<file path="src/rtl/bcd3_pkg.sv">
package bcd3_pkg;
  localparam int BCD_W = 4;
  localparam logic [BCD_W-1:0] BCD_TOP = 4'd9;

  typedef struct packed {
    logic advance;
    logic clearCnt;
    logic holdLatch;
  } strobe_t;
endpackage

</file>
<file path="src/rtl/bcd3_control.sv">
module bcd3_control import bcd3_pkg::*; #(
  parameter int DIGITS = 3,
  parameter int SYNC_STAGES = 2,
  localparam int IDX_W = (DIGITS > 1) ? $clog2(DIGITS) : 1
) (
  input  logic             clk,
  input  logic             sysRstN,
  input  logic             masterRst,
  input  logic             countIn,
  input  logic             gateHold,
  input  logic             latchHold,
  input  logic             scanTick,
  output strobe_t          strobes,
  output logic [IDX_W-1:0] scanIdx,
  output logic [DIGITS-1:0] digitSelN
);
  logic [SYNC_STAGES-1:0] syncQ;
  logic prevLvl;
  logic fallSeen;

  always_ff @(posedge clk or negedge sysRstN) begin
    if (!sysRstN) begin
      syncQ   <= '0;
      prevLvl <= 1'b0;
    end else begin
      syncQ   <= {syncQ[SYNC_STAGES-2:0], countIn};
      prevLvl <= syncQ[SYNC_STAGES-1];
    end
  end

  assign fallSeen = prevLvl & ~syncQ[SYNC_STAGES-1];

  always_comb begin
    strobes.advance   = fallSeen & ~gateHold & ~masterRst;
    strobes.clearCnt  = masterRst;
    strobes.holdLatch = latchHold;
  end

  always_ff @(posedge clk or negedge sysRstN) begin
    if (!sysRstN)
      scanIdx <= '0;
    else if (masterRst)
      scanIdx <= '0;
    else if (scanTick)
      scanIdx <= (scanIdx == IDX_W'(DIGITS - 1)) ? '0 : scanIdx + 1'b1;
  end

  always_comb begin
    digitSelN = '1;
    if (sysRstN && !masterRst) begin
      for (int i = 0; i < DIGITS; i++)
        if (scanIdx == IDX_W'(i)) digitSelN[i] = 1'b0;
    end
  end

  AST_SEL_ONEHOT: assert property (@(posedge clk) disable iff (!sysRstN)
    !masterRst |-> $countones(~digitSelN) == 1);
  AST_RST_BLANK: assert property (@(posedge clk) disable iff (!sysRstN)
    masterRst |-> &digitSelN);
  AST_SCAN_STEP: assert property (@(posedge clk) disable iff (!sysRstN)
    (!masterRst && scanTick && !digitSelN[0]) |=> (masterRst || !digitSelN[1]));
  AST_GATE_BLOCK: assert property (@(posedge clk) disable iff (!sysRstN)
    $past(gateHold) |-> !$past(strobes.advance));
endmodule

</file>
<file path="src/rtl/bcd3_datapath.sv">
module bcd3_datapath import bcd3_pkg::*; #(
  parameter int DIGITS = 3,
  localparam int IDX_W = (DIGITS > 1) ? $clog2(DIGITS) : 1
) (
  input  logic             clk,
  input  logic             sysRstN,
  input  strobe_t          strobes,
  input  logic [IDX_W-1:0] scanIdx,
  output logic [BCD_W-1:0] bcdOut,
  output logic             overflow
);
  logic [BCD_W-1:0] cnt    [DIGITS];
  logic [BCD_W-1:0] heldQ  [DIGITS];
  logic [DIGITS:0]  carry;
  logic [DIGITS*BCD_W-1:0] heldFlat;
  logic [DIGITS*BCD_W-1:0] cntFlat;

  assign carry[0] = strobes.advance;

  for (genvar i = 0; i < DIGITS; i++) begin : g_decade
    assign carry[i+1] = carry[i] & (cnt[i] == BCD_TOP);
    assign heldFlat[i*BCD_W +: BCD_W] = heldQ[i];
    assign cntFlat[i*BCD_W +: BCD_W]  = cnt[i];

    always_ff @(posedge clk or negedge sysRstN) begin
      if (!sysRstN)
        cnt[i] <= '0;
      else if (strobes.clearCnt)
        cnt[i] <= '0;
      else if (carry[i])
        cnt[i] <= (cnt[i] == BCD_TOP) ? '0 : cnt[i] + 1'b1;
    end

    always_ff @(posedge clk or negedge sysRstN) begin
      if (!sysRstN)
        heldQ[i] <= '0;
      else if (!strobes.holdLatch)
        heldQ[i] <= cnt[i];
    end

    AST_DIGIT_RANGE: assert property (@(posedge clk) disable iff (!sysRstN)
      cnt[i] <= BCD_TOP);
  end

  always_ff @(posedge clk or negedge sysRstN) begin
    if (!sysRstN)
      overflow <= 1'b0;
    else if (strobes.clearCnt)
      overflow <= 1'b0;
    else if (carry[DIGITS])
      overflow <= 1'b1;
    else if (strobes.advance)
      overflow <= 1'b0;
  end

  always_comb begin
    bcdOut = '0;
    for (int i = 0; i < DIGITS; i++)
      if (scanIdx == IDX_W'(i)) bcdOut = heldQ[i];
  end

  AST_OVF_AT_ZERO: assert property (@(posedge clk) disable iff (!sysRstN)
    $rose(overflow) |-> cntFlat == '0);
  AST_HOLD_KEEP: assert property (@(posedge clk) disable iff (!sysRstN)
    strobes.holdLatch |=> $stable(heldFlat));
  AST_CLEAR_ZERO: assert property (@(posedge clk) disable iff (!sysRstN)
    strobes.clearCnt |=> (cntFlat == '0 && !overflow));
endmodule

</file>
<file path="src/rtl/bcd3_scan_counter.sv">
module bcd3_scan_counter import bcd3_pkg::*; #(
  parameter int DIGITS = 3,
  parameter int SYNC_STAGES = 2,
  localparam int IDX_W = (DIGITS > 1) ? $clog2(DIGITS) : 1
) (
  input  logic              clk,
  input  logic              sysRstN,
  input  logic              masterRst,
  input  logic              countIn,
  input  logic              gateHold,
  input  logic              latchHold,
  input  logic              scanTick,
  output logic [BCD_W-1:0]  bcdOut,
  output logic [DIGITS-1:0] digitSelN,
  output logic              overflow
);
  strobe_t          strobes;
  logic [IDX_W-1:0] scanIdx;

  bcd3_control #(.DIGITS(DIGITS), .SYNC_STAGES(SYNC_STAGES)) u_ctrl (
    .clk(clk), .sysRstN(sysRstN), .masterRst(masterRst), .countIn(countIn),
    .gateHold(gateHold), .latchHold(latchHold), .scanTick(scanTick),
    .strobes(strobes), .scanIdx(scanIdx), .digitSelN(digitSelN)
  );

  bcd3_datapath #(.DIGITS(DIGITS)) u_data (
    .clk(clk), .sysRstN(sysRstN), .strobes(strobes), .scanIdx(scanIdx),
    .bcdOut(bcdOut), .overflow(overflow)
  );
endmodule

</file>
<file path="config.mk">
export PLATFORM = sky130hd
export DESIGN_NAME = bcd3_scan_counter
export DESIGN_NICKNAME = d
export VERILOG_FILES = /design/src/rtl/bcd3_pkg.sv /design/src/rtl/bcd3_control.sv /design/src/rtl/bcd3_datapath.sv /design/src/rtl/bcd3_scan_counter.sv
export SDC_FILE = /design/constraint.sdc
export NUM_CORES = 1
export LEC_CHECK = 0
export ABC_CLOCK_PERIOD_IN_PS = 1500
export CELL_PAD_IN_SITES_DETAIL_PLACEMENT = 1
export CELL_PAD_IN_SITES_GLOBAL_PLACEMENT = 2
export CORE_UTILIZATION = 32
export CTS_CLUSTER_DIAMETER = 80
export CTS_CLUSTER_SIZE = 14
export DETAILED_ROUTE_END_ITERATION = 8
export GPL_TIMING_DRIVEN = 0
export MAX_ROUTING_LAYER = met4
export PLACE_DENSITY = 0.82
export SYNTH_ARGS = -nofsm -noshare
export SYNTH_HDL_FRONTEND = slang
export SYNTH_SLANG_ARGS = --single-unit
</file>
<file path="constraint.sdc">
create_clock -name clk -period 1.5 [get_ports clk]
set_clock_uncertainty 0.15 [all_clocks]
set_input_delay 0.225 -clock clk [delete_from_list [all_inputs] [get_ports clk]]
set_output_delay 0.225 -clock clk [all_outputs]
set_load 0.03 [all_outputs]
</file>
-- Word level (Yosys, flattened, before mapping)
Index checks and enable logic that the tools add are counted.
- flip-flop bits (word level): 30
- latch bits: 0
- RAM bits: 0
- ROM bits: 0
- word-level logic and storage cells: 58
- memories: 0
- add/sub/neg operators: 4
- multiply operators: 0
- div/mod/pow operators: 0
- magnitude comparators: 0
- eq/ne operators: 5
- shift operators: 0
- mux-type cells: 22
- bitwise gates (word level): 9
- reductions and logical operators: 8
- operators with widths (cell ; count):
    4-bit two-way mux ; 12
    4-bit by 1-bit adder with 4-bit output (second input constant) ; 3
    4-bit equality test (second input constant) ; 3
    2-bit nonzero test ; 4
    1-bit AND ; 6
    1-bit two-way mux ; 6
    2-bit two-way mux ; 3
    3-bit two-way mux ; 1
    1-bit NOT ; 3
    3-bit nonzero test ; 1
    2-bit by 1-bit adder with 2-bit output (second input constant) ; 1
    2-bit by 1-bit equality test with 1-bit output (second input constant) ; 1
    2-bit equality test (second input constant) ; 1
    2-bit zero test ; 1
    1-bit logical AND ; 1
    1-bit zero test ; 1

-- Depth between registers and ports, before layout
Gate-level depths: netlist of run 1.
- word-level depth: 9
- mapped depth: 7

-- By module
A second synthesis of run 1 with hierarchy kept.
- cells, all modules: 144
- area, all modules: 1534.0 um^2
- modules (own cells, without submodules) (module ; times used ; cells an instance ; area an instance (um^2) ; sequential area each (um^2)):
    bcd3_datapath ; 1 ; 126 ; 1316.3 ; 625.6
    bcd3_control ; 1 ; 18 ; 217.7 ; 125.1

-- Worst setup path after synthesis of run 1
No wires, ideal clock.
- kind: register -> output
- start point: register u_ctrl.scanIdx[0]
- end point: output port bcdOut[0]
- arrival time: 1.388 ns
- required time: 1.125 ns
- setup slack: -0.263 ns
- cell stages (with the launch flop): 4
- cell sequence: dfrtp_1 clkbuf_1 mux2i_1 o21ai_0
- word-level cells in the longest chain between the ends: 4
- RTL lines (what ; RTL line ; source):
    start: declaration ; bcd3_control.sv:14 ; output logic [IDX_W-1:0] scanIdx,
    start signal: assignment ; bcd3_control.sv:45 ; scanIdx <= (scanIdx == IDX_W'(DIGITS - 1)) ? '0 : scanIdx + 1'b1;
    2-bit zero test ; bcd3_datapath.sv:59 ; if (scanIdx == IDX_W'(i)) bcdOut = heldQ[i];
    4-bit two-way mux (2 in a row) ; bcd3_datapath.sv:59 ;
    4-bit two-way mux (*) ; bcd3_datapath.sv:59 ;
    end: declaration ; bcd3_scan_counter.sv:13 ; output logic [BCD_W-1:0] bcdOut,
Every way passes the cells marked *; elsewhere a longest branch is shown, timed or not.

-- Worst setup path in the final report of run 1
- start point: register u_data.cnt[9] (netlist name)
- end point: register u_data.cnt[1] (netlist name)
- word-level cells in the longest chain between the ends: 4
- RTL lines (what ; RTL line ; source):
    start: declaration ; bcd3_datapath.sv:12 ; logic [BCD_W-1:0] cnt [DIGITS];
    start signal: indexed assignment ; bcd3_datapath.sv:31 ; cnt[i] <= (cnt[i] == BCD_TOP) ? '0 : cnt[i] + 1'b1;
    4-bit equality test ; bcd3_datapath.sv:21 ; assign carry[i+1] = carry[i] & (cnt[i] == BCD_TOP);
    1-bit AND (2 in a row) ; bcd3_datapath.sv:21 ;
    2-bit nonzero test (no line) ; -- ;
Every way passes these cells.
A chain may end at the register's enable or synchronous reset.

==> results of run 1 <==
## how the worst max path moves through the flow
stage	slack, ns	end	depth (start not counted)
finish	-0.27	u_data.cnt[1]	6
global route	-0.32	u_data.cnt[1]	6
floorplan	-0.16	u_data.cnt[1]	7
global placement	-1.55	digitSelN[2]	4
CTS	-0.28	u_data.cnt[1]	7
detailed placement	-1.59	digitSelN[2]	4
## logic make-up after synthesis
family / count (synthesis) / share of synthesized area
flops: 30 / 0.5102
buf+inv: 9 / 0.02466
simple gates: 54 / 0.2032
mux: 19 / 0.1369
compound gates: 20 / 0.06802
xor+xnor: 1 / 0.005953
fa+ha+maj: 6 / 0.05102
## state kept, by name (all words and copies together), names as in the netlist
name             flops
u_data.overflow      1
u_ctrl.syncQ         2
u_data.cnt          12
u_data.heldFlat     12
u_ctrl.prevLvl       1
u_ctrl.scanIdx       2
## routing by layer
metal | track usage | wire [um] | vias to the layer above
met1 | 0.1857 | 1513 | 562
li1 | - | - | 540
met3 | 0.04506 | 122 | 12
met5 | - | 0 | -
met4 | 0.09111 | 145 | 0
met2 | 0.2842 | 1877 | 25
## cell usage after synthesis
cell / number / share of area
and3b_1: 2 / 0.012
nand3_4: 1 / 0.012
nand2_1: 16 / 0.041
a21oi_1: 9 / 0.031
o21ai_0: 11 / 0.037
and2_1: 1 / 0.0043
mux2_2: 9 / 0.069
and3b_2: 1 / 0.0068
nand4_1: 2 / 0.0085
nand3_1: 3 / 0.010
buf_2: 2 / 0.0068
dfrtp_1: 30 / 0.51
or3_1: 5 / 0.021
inv_1: 3 / 0.0077
xnor2_1: 1 / 0.0060
or3b_1: 1 / 0.0060
nor2_1: 13 / 0.033
clkbuf_1: 4 / 0.010
mux2i_1: 10 / 0.068
nor3b_4: 1 / 0.013
ha_1: 6 / 0.051
and4b_1: 1 / 0.0068
nor3_1: 1 / 0.0034
nor2b_1: 6 / 0.026
## cell type report
cell class	count	area, sq um	area share
Multi-Input combinational cell	100	789.5	0.3994
Timing Repair Buffer	27	250.2	0.1266
Clock buffer	6	82.58	0.04177
Sequential cell	30	755.7	0.3823
Buffer	4	22.52	0.01139
Tap cell	52	65.06	0.03291
Inverter	3	11.26	0.005696
## what timing repair did
| item | 4_1_cts | 5_1_grt |
|---|---|---|
| buffers inserted | 9 | 5 |
| pin swaps | 6 | 7 |
| endpoints found under the hold margin | 30 | 30 |
| gates resized for setup | 69 | 23 |
| endpoints found under the setup margin | 53 | 19 |
## worst register-to-register path: cells and delay by family, from the launching register on
kind	cells	cell delay [ns]
buffers and inverters	1	0.07
adder cells (fa/ha/maj)	1	0.15
flip-flops	1	0.42
AO/OA/AOI/OAI	1	0.15
AND/OR/NAND/NOR	3	0.76
## report_power, final
part           leakage (nW)  total [W]  internal, W  switching, W
clock                0.0431   0.000635     0.000353      0.000282
combinational         0.470   0.000150    0.0000708     0.0000796
sequential            0.404   0.000843     0.000823     0.0000199
## per-stage QoR
stage | TNS, ns | std cells | power (W) | util
finish | -2.649 | 222 | 0.001628 | 0.4509
global placement | -27.77 | 204 | 0.0009683 | 0.3867
detailed placement | -29.65 | 204 | 0.0009727 | 0.3867
floorplan | -0.5078 | 139 | 0.0009105 | -
global route | -4.006 | 222 | 0.001701 | 0.4509
CTS | -3.168 | 218 | 0.001630 | 0.4309
==> results.cfg, run 1 <==
[global_route]
grt_pass1_wl_mm = 6.120
antenna_found_initial = 0
grt_use_total = 0.1707
grt_pass1_vias = 1256
grt-ovfl-total = 0
grt_start_max_net_pins = 32

[route]
drt-initial-drc-count = 47
via_per_inst = 5.131
routedWlPerCell_um = 16.48
ant_nets = 0
num_vias = 1139
drt-total-wl_mm = 3.659
drc = 0
first_pass_iters = 4

[hold_path]
hp-class = in -> async

[worst_setup_path]
endpoint_kind = flop
path_class = reg -> reg
start_kind = flop
cp_data_required_time_ns = 1.56
r2r_setup_slack_ns = -0.27
cp_cell_sequence = inv_2, ha_2, and3b_2, nand3_4, or3_4, a21oi_2
critPathArrivalTime_ns = 1.82
r2r_end = u_data.cnt[1]
timing.rr.start = u_data.cnt[9]
cp_top_family = simple AND/OR/NAND/NOR gates
crit_path_max_incr_delay_ns = 0.42
crit_slowest_cell = dfrtp_1
ff2ff_path_depth = 6
crit_fanout = 6
cp.buffers_inverters = 1
startpoint = u_data.cnt[9]

[finish]
drive_gt1_frac = 0.4176
final_area_sq_um = 1977
final_cell_mix = 26 x dfrtp_1, 12 x nor2_1, 12 x buf_4
antenna_cells = 0
area_growth_pct = 34.35
fill_cells = 455
layout_commonest_cell = dfrtp_1
num-nets-final = 184

[sta]
setup_ws_ns = -0.2665
worst-slew-pin-transition_ns = 0.6315
hold-worst-slack_ns = -0.3359
rsz0062_at_grt = true
maxSlewHeadroom = 0.5790
hold_viol = 30
fin_crit_sh = 1.178
setup_viol = 19
max_freq_mhz = 566.1
fin_crit_ns = 1.766
report.final.slew_viol_count = 0

[die]
pin_count = 15
initial_core_util = 0.3356
row_count = 24
die_height_um = 69.81
fp.dieArea_sq_um = 4873
core_sq_um = 4384
die_x_um = 69.81

[clocking]
clkSinkCount = 30
cts_buffer_depth = 2
cts_tree = yes
numCtsBuffers = 5
cts_root_buf = clkbuf_8
clock_latency_ns = 0.28
h-tree-depth = 2
clkTransAtPathRegs_ns = 0.07

[pwr]
vdd_drop_max_mv = 0.3951
power_density_nw_per_um2 = 823.6
p_leak_nw = 0.9171

[synthesis]
syn_nets = 152
avgSynthCellArea_sq_um = 10.59
ys_ff_latch = 30
synthCells = 139
synth_warnings = 0
yosysSeqAreaShare = 0.5102
ys_types = 24
netlist_area_sq_um = 1471

[placement]
port_buffers = 13
hpwl_mm = 2.441
dp_slack_ns = -1.592
place_congestion = 0.7625
placed_area_sq_um = 1695

[outcome]
violations = hold timing, setup timing
status = complete, but fails checks

[run]
cap_violations = 0
Power figures use the tool's default switching activity.
==> run 2, diff against run 1 <==
--- a/config.mk
+++ b/config.mk
@@ -8,13 +8,15 @@
 export ABC_CLOCK_PERIOD_IN_PS = 1500
 export CELL_PAD_IN_SITES_DETAIL_PLACEMENT = 1
 export CELL_PAD_IN_SITES_GLOBAL_PLACEMENT = 2
-export CORE_UTILIZATION = 32
+export CORE_MARGIN = 5
+export CORE_UTILIZATION = 34
+export CTS_BUF_LIST = sky130_fd_sc_hd__clkbuf_4 sky130_fd_sc_hd__clkbuf_8
 export CTS_CLUSTER_DIAMETER = 80
 export CTS_CLUSTER_SIZE = 14
 export DETAILED_ROUTE_END_ITERATION = 8
 export GPL_TIMING_DRIVEN = 0
 export MAX_ROUTING_LAYER = met4
-export PLACE_DENSITY = 0.82
+export PLACE_DENSITY = 0.86
 export SYNTH_ARGS = -nofsm -noshare
 export SYNTH_HDL_FRONTEND = slang
 export SYNTH_SLANG_ARGS = --single-unit
==> results.cfg, run 2 (synthesis results as in run 1) <==
[outcome]
status = complete, but fails checks
violations = hold timing, setup timing

[finish]
utilization = 0.5085
drive_gt1_frac = 0.4754
area_growth_pct = 47.36
final_cell_mix = 26 x dfrtp_1, 17 x buf_4, 13 x nand2_1, 13 x nor2_1, 13 x buf_6
antenna_cells = 0
fill_cells = 459
num-nets-final = 196
layout_commonest_cell = dfrtp_1

[clocking]
clkTransAtPathRegs_ns = 0.06
clock_latency_ns = 0.27
cts_tree = yes
cts_root_buf = clkbuf_8
clkSinkCount = 30
cts_buffer_depth = 2
h-tree-depth = 2
numCtsBuffers = 5

[worst_setup_path]
path_class = reg -> out
cp.buffers_inverters = 2
r2r_end = u_data.cnt[1]
crit_fanout = 8
timing.rr.start = u_data.cnt[9]
r2r_setup_slack_ns = -0.21
ff2ff_path_depth = 7
cp_num_cells = 4
start_kind = flop
cp_top_family = flip-flops
crit_slowest_cell = dfrtp_2
endpoint_kind = output port
crit_path_max_incr_delay_ns = 0.49
cp_cell_sequence = buf_6, mux2i_1, o21ai_1, buf_4
cp_data_required_time_ns = 1.12
critPathArrivalTime_ns = 1.36

[sta]
report.final.slew_viol_count = 0
maxSlewHeadroom = 0.6499
hold-worst-slack_ns = -0.3227
max_freq_mhz = 577.5
setup_ws_ns = -0.2316
setup_viol = 19
fin_crit_ns = 1.732
rsz0062_at_grt = true
hold_viol = 30
worst-slew-pin-transition_ns = 0.5251
fin_crit_sh = 1.154

[hold_path]
hp-class = in -> async

[route]
routedWlPerCell_um = 17.21
drc = 0
num_vias = 1174
ant_nets = 0
first_pass_iters = 4
via_per_inst = 4.996
drt-initial-drc-count = 37
drt-total-wl_mm = 4.045

[global_route]
grt_pass1_wl_mm = 6.879
antenna_found_initial = 0
grt_pass1_vias = 1359
grt_start_max_net_pins = 32
grt-ovfl-total = 0
grt_use_total = 0.1703

[die]
fp.dieArea_sq_um = 5743
initial_core_util = 0.3451
die_height_um = 75.79
row_count = 24
pin_count = 15
die_x_um = 75.79
core_sq_um = 4264

[pwr]
p_leak_nw = 1.004
power_density_nw_per_um2 = 751.0
vdd_drop_max_mv = 0.6491

[placement]
port_buffers = 13
place_congestion = 0.7447
hpwl_mm = 2.476
dp_slack_ns = -1.676

[run]
cap_violations = 0
[run 2: cell count changes in the layout (fill, tap and decap cells not counted), sizes merged]
cell           delta
clkdlybuf4s50     -1
clkbuf            +1
dlymetal6s2s      +1
clkdlybuf4s15     +1
buf              +11
[run 2: worst max path at each step]
stage	start	endpoint	slack, ns
finish	u_ctrl.scanIdx[0]	bcdOut[0]	-0.23
floorplan	u_data.cnt[5]	u_data.cnt[1]	-0.16
global placement	sysRstN	digitSelN[2]	-1.57
CTS	u_ctrl.scanIdx[0]	bcdOut[0]	-0.24
detailed placement	sysRstN	digitSelN[1]	-1.68
global route	u_ctrl.scanIdx[0]	bcdOut[0]	-0.30
[run 2: power breakdown]
group | internal, W | switching, W | leakage [nW]
Clock | 0.000355 | 0.000268 | 0.0452
Sequential | 0.000823 | 0.0000190 | 0.404
Combinational | 0.0000765 | 0.0000875 | 0.555
Total | 0.00125 | 0.000375 | 1.00
[run 2: final cells by class]
| cell class | count | area, sq um | share of cell area |
|---|---|---|---|
| Multi-Input combinational cell | 100 | 840.8 | 0.3878 |
| Clock buffer | 7 | 83.83 | 0.03866 |
| Tap cell | 52 | 65.06 | 0.03001 |
| Buffer | 5 | 33.78 | 0.01558 |
| Inverter | 3 | 11.26 | 0.005193 |
| Sequential cell | 30 | 755.7 | 0.3485 |
| Timing Repair Buffer | 38 | 377.9 | 0.1743 |
[run 2: through the flow]
| step | setup TNS (ns) | power [W] | instance area (sq um) | instances |
|---|---|---|---|---|
| finish | -2.694 | 0.001628 | 2168 | 235 |
| global route | -4.022 | 0.001713 | 2168 | 235 |
| floorplan | -0.5078 | 0.0009105 | 1500 | 139 |
| detailed placement | -31.00 | 0.0009741 | 1695 | 204 |
| CTS | -2.431 | 0.001643 | 2086 | 234 |
| global placement | -26.64 | 0.0009673 | 1695 | 204 |
[run 2: repair_timing]
item | 4_1_cts | 5_1_grt
hold endpoints to repair | 30 | 30
resized for setup | 80 | 17
pin swaps | 18 | 5
setup endpoints to repair | 52 | 20
setup buffers | 24 | 4
[run 2: per-layer routing]
layer | up-vias | global-route usage | part of all wire
met5 | - | - | 0
met4 | 0 | 0.04078 | 0.0067
met3 | 2 | 0.03958 | 0.023
met2 | 11 | 0.2966 | 0.56
met1 | 597 | 0.1972 | 0.41
li1 | 564 | - | -
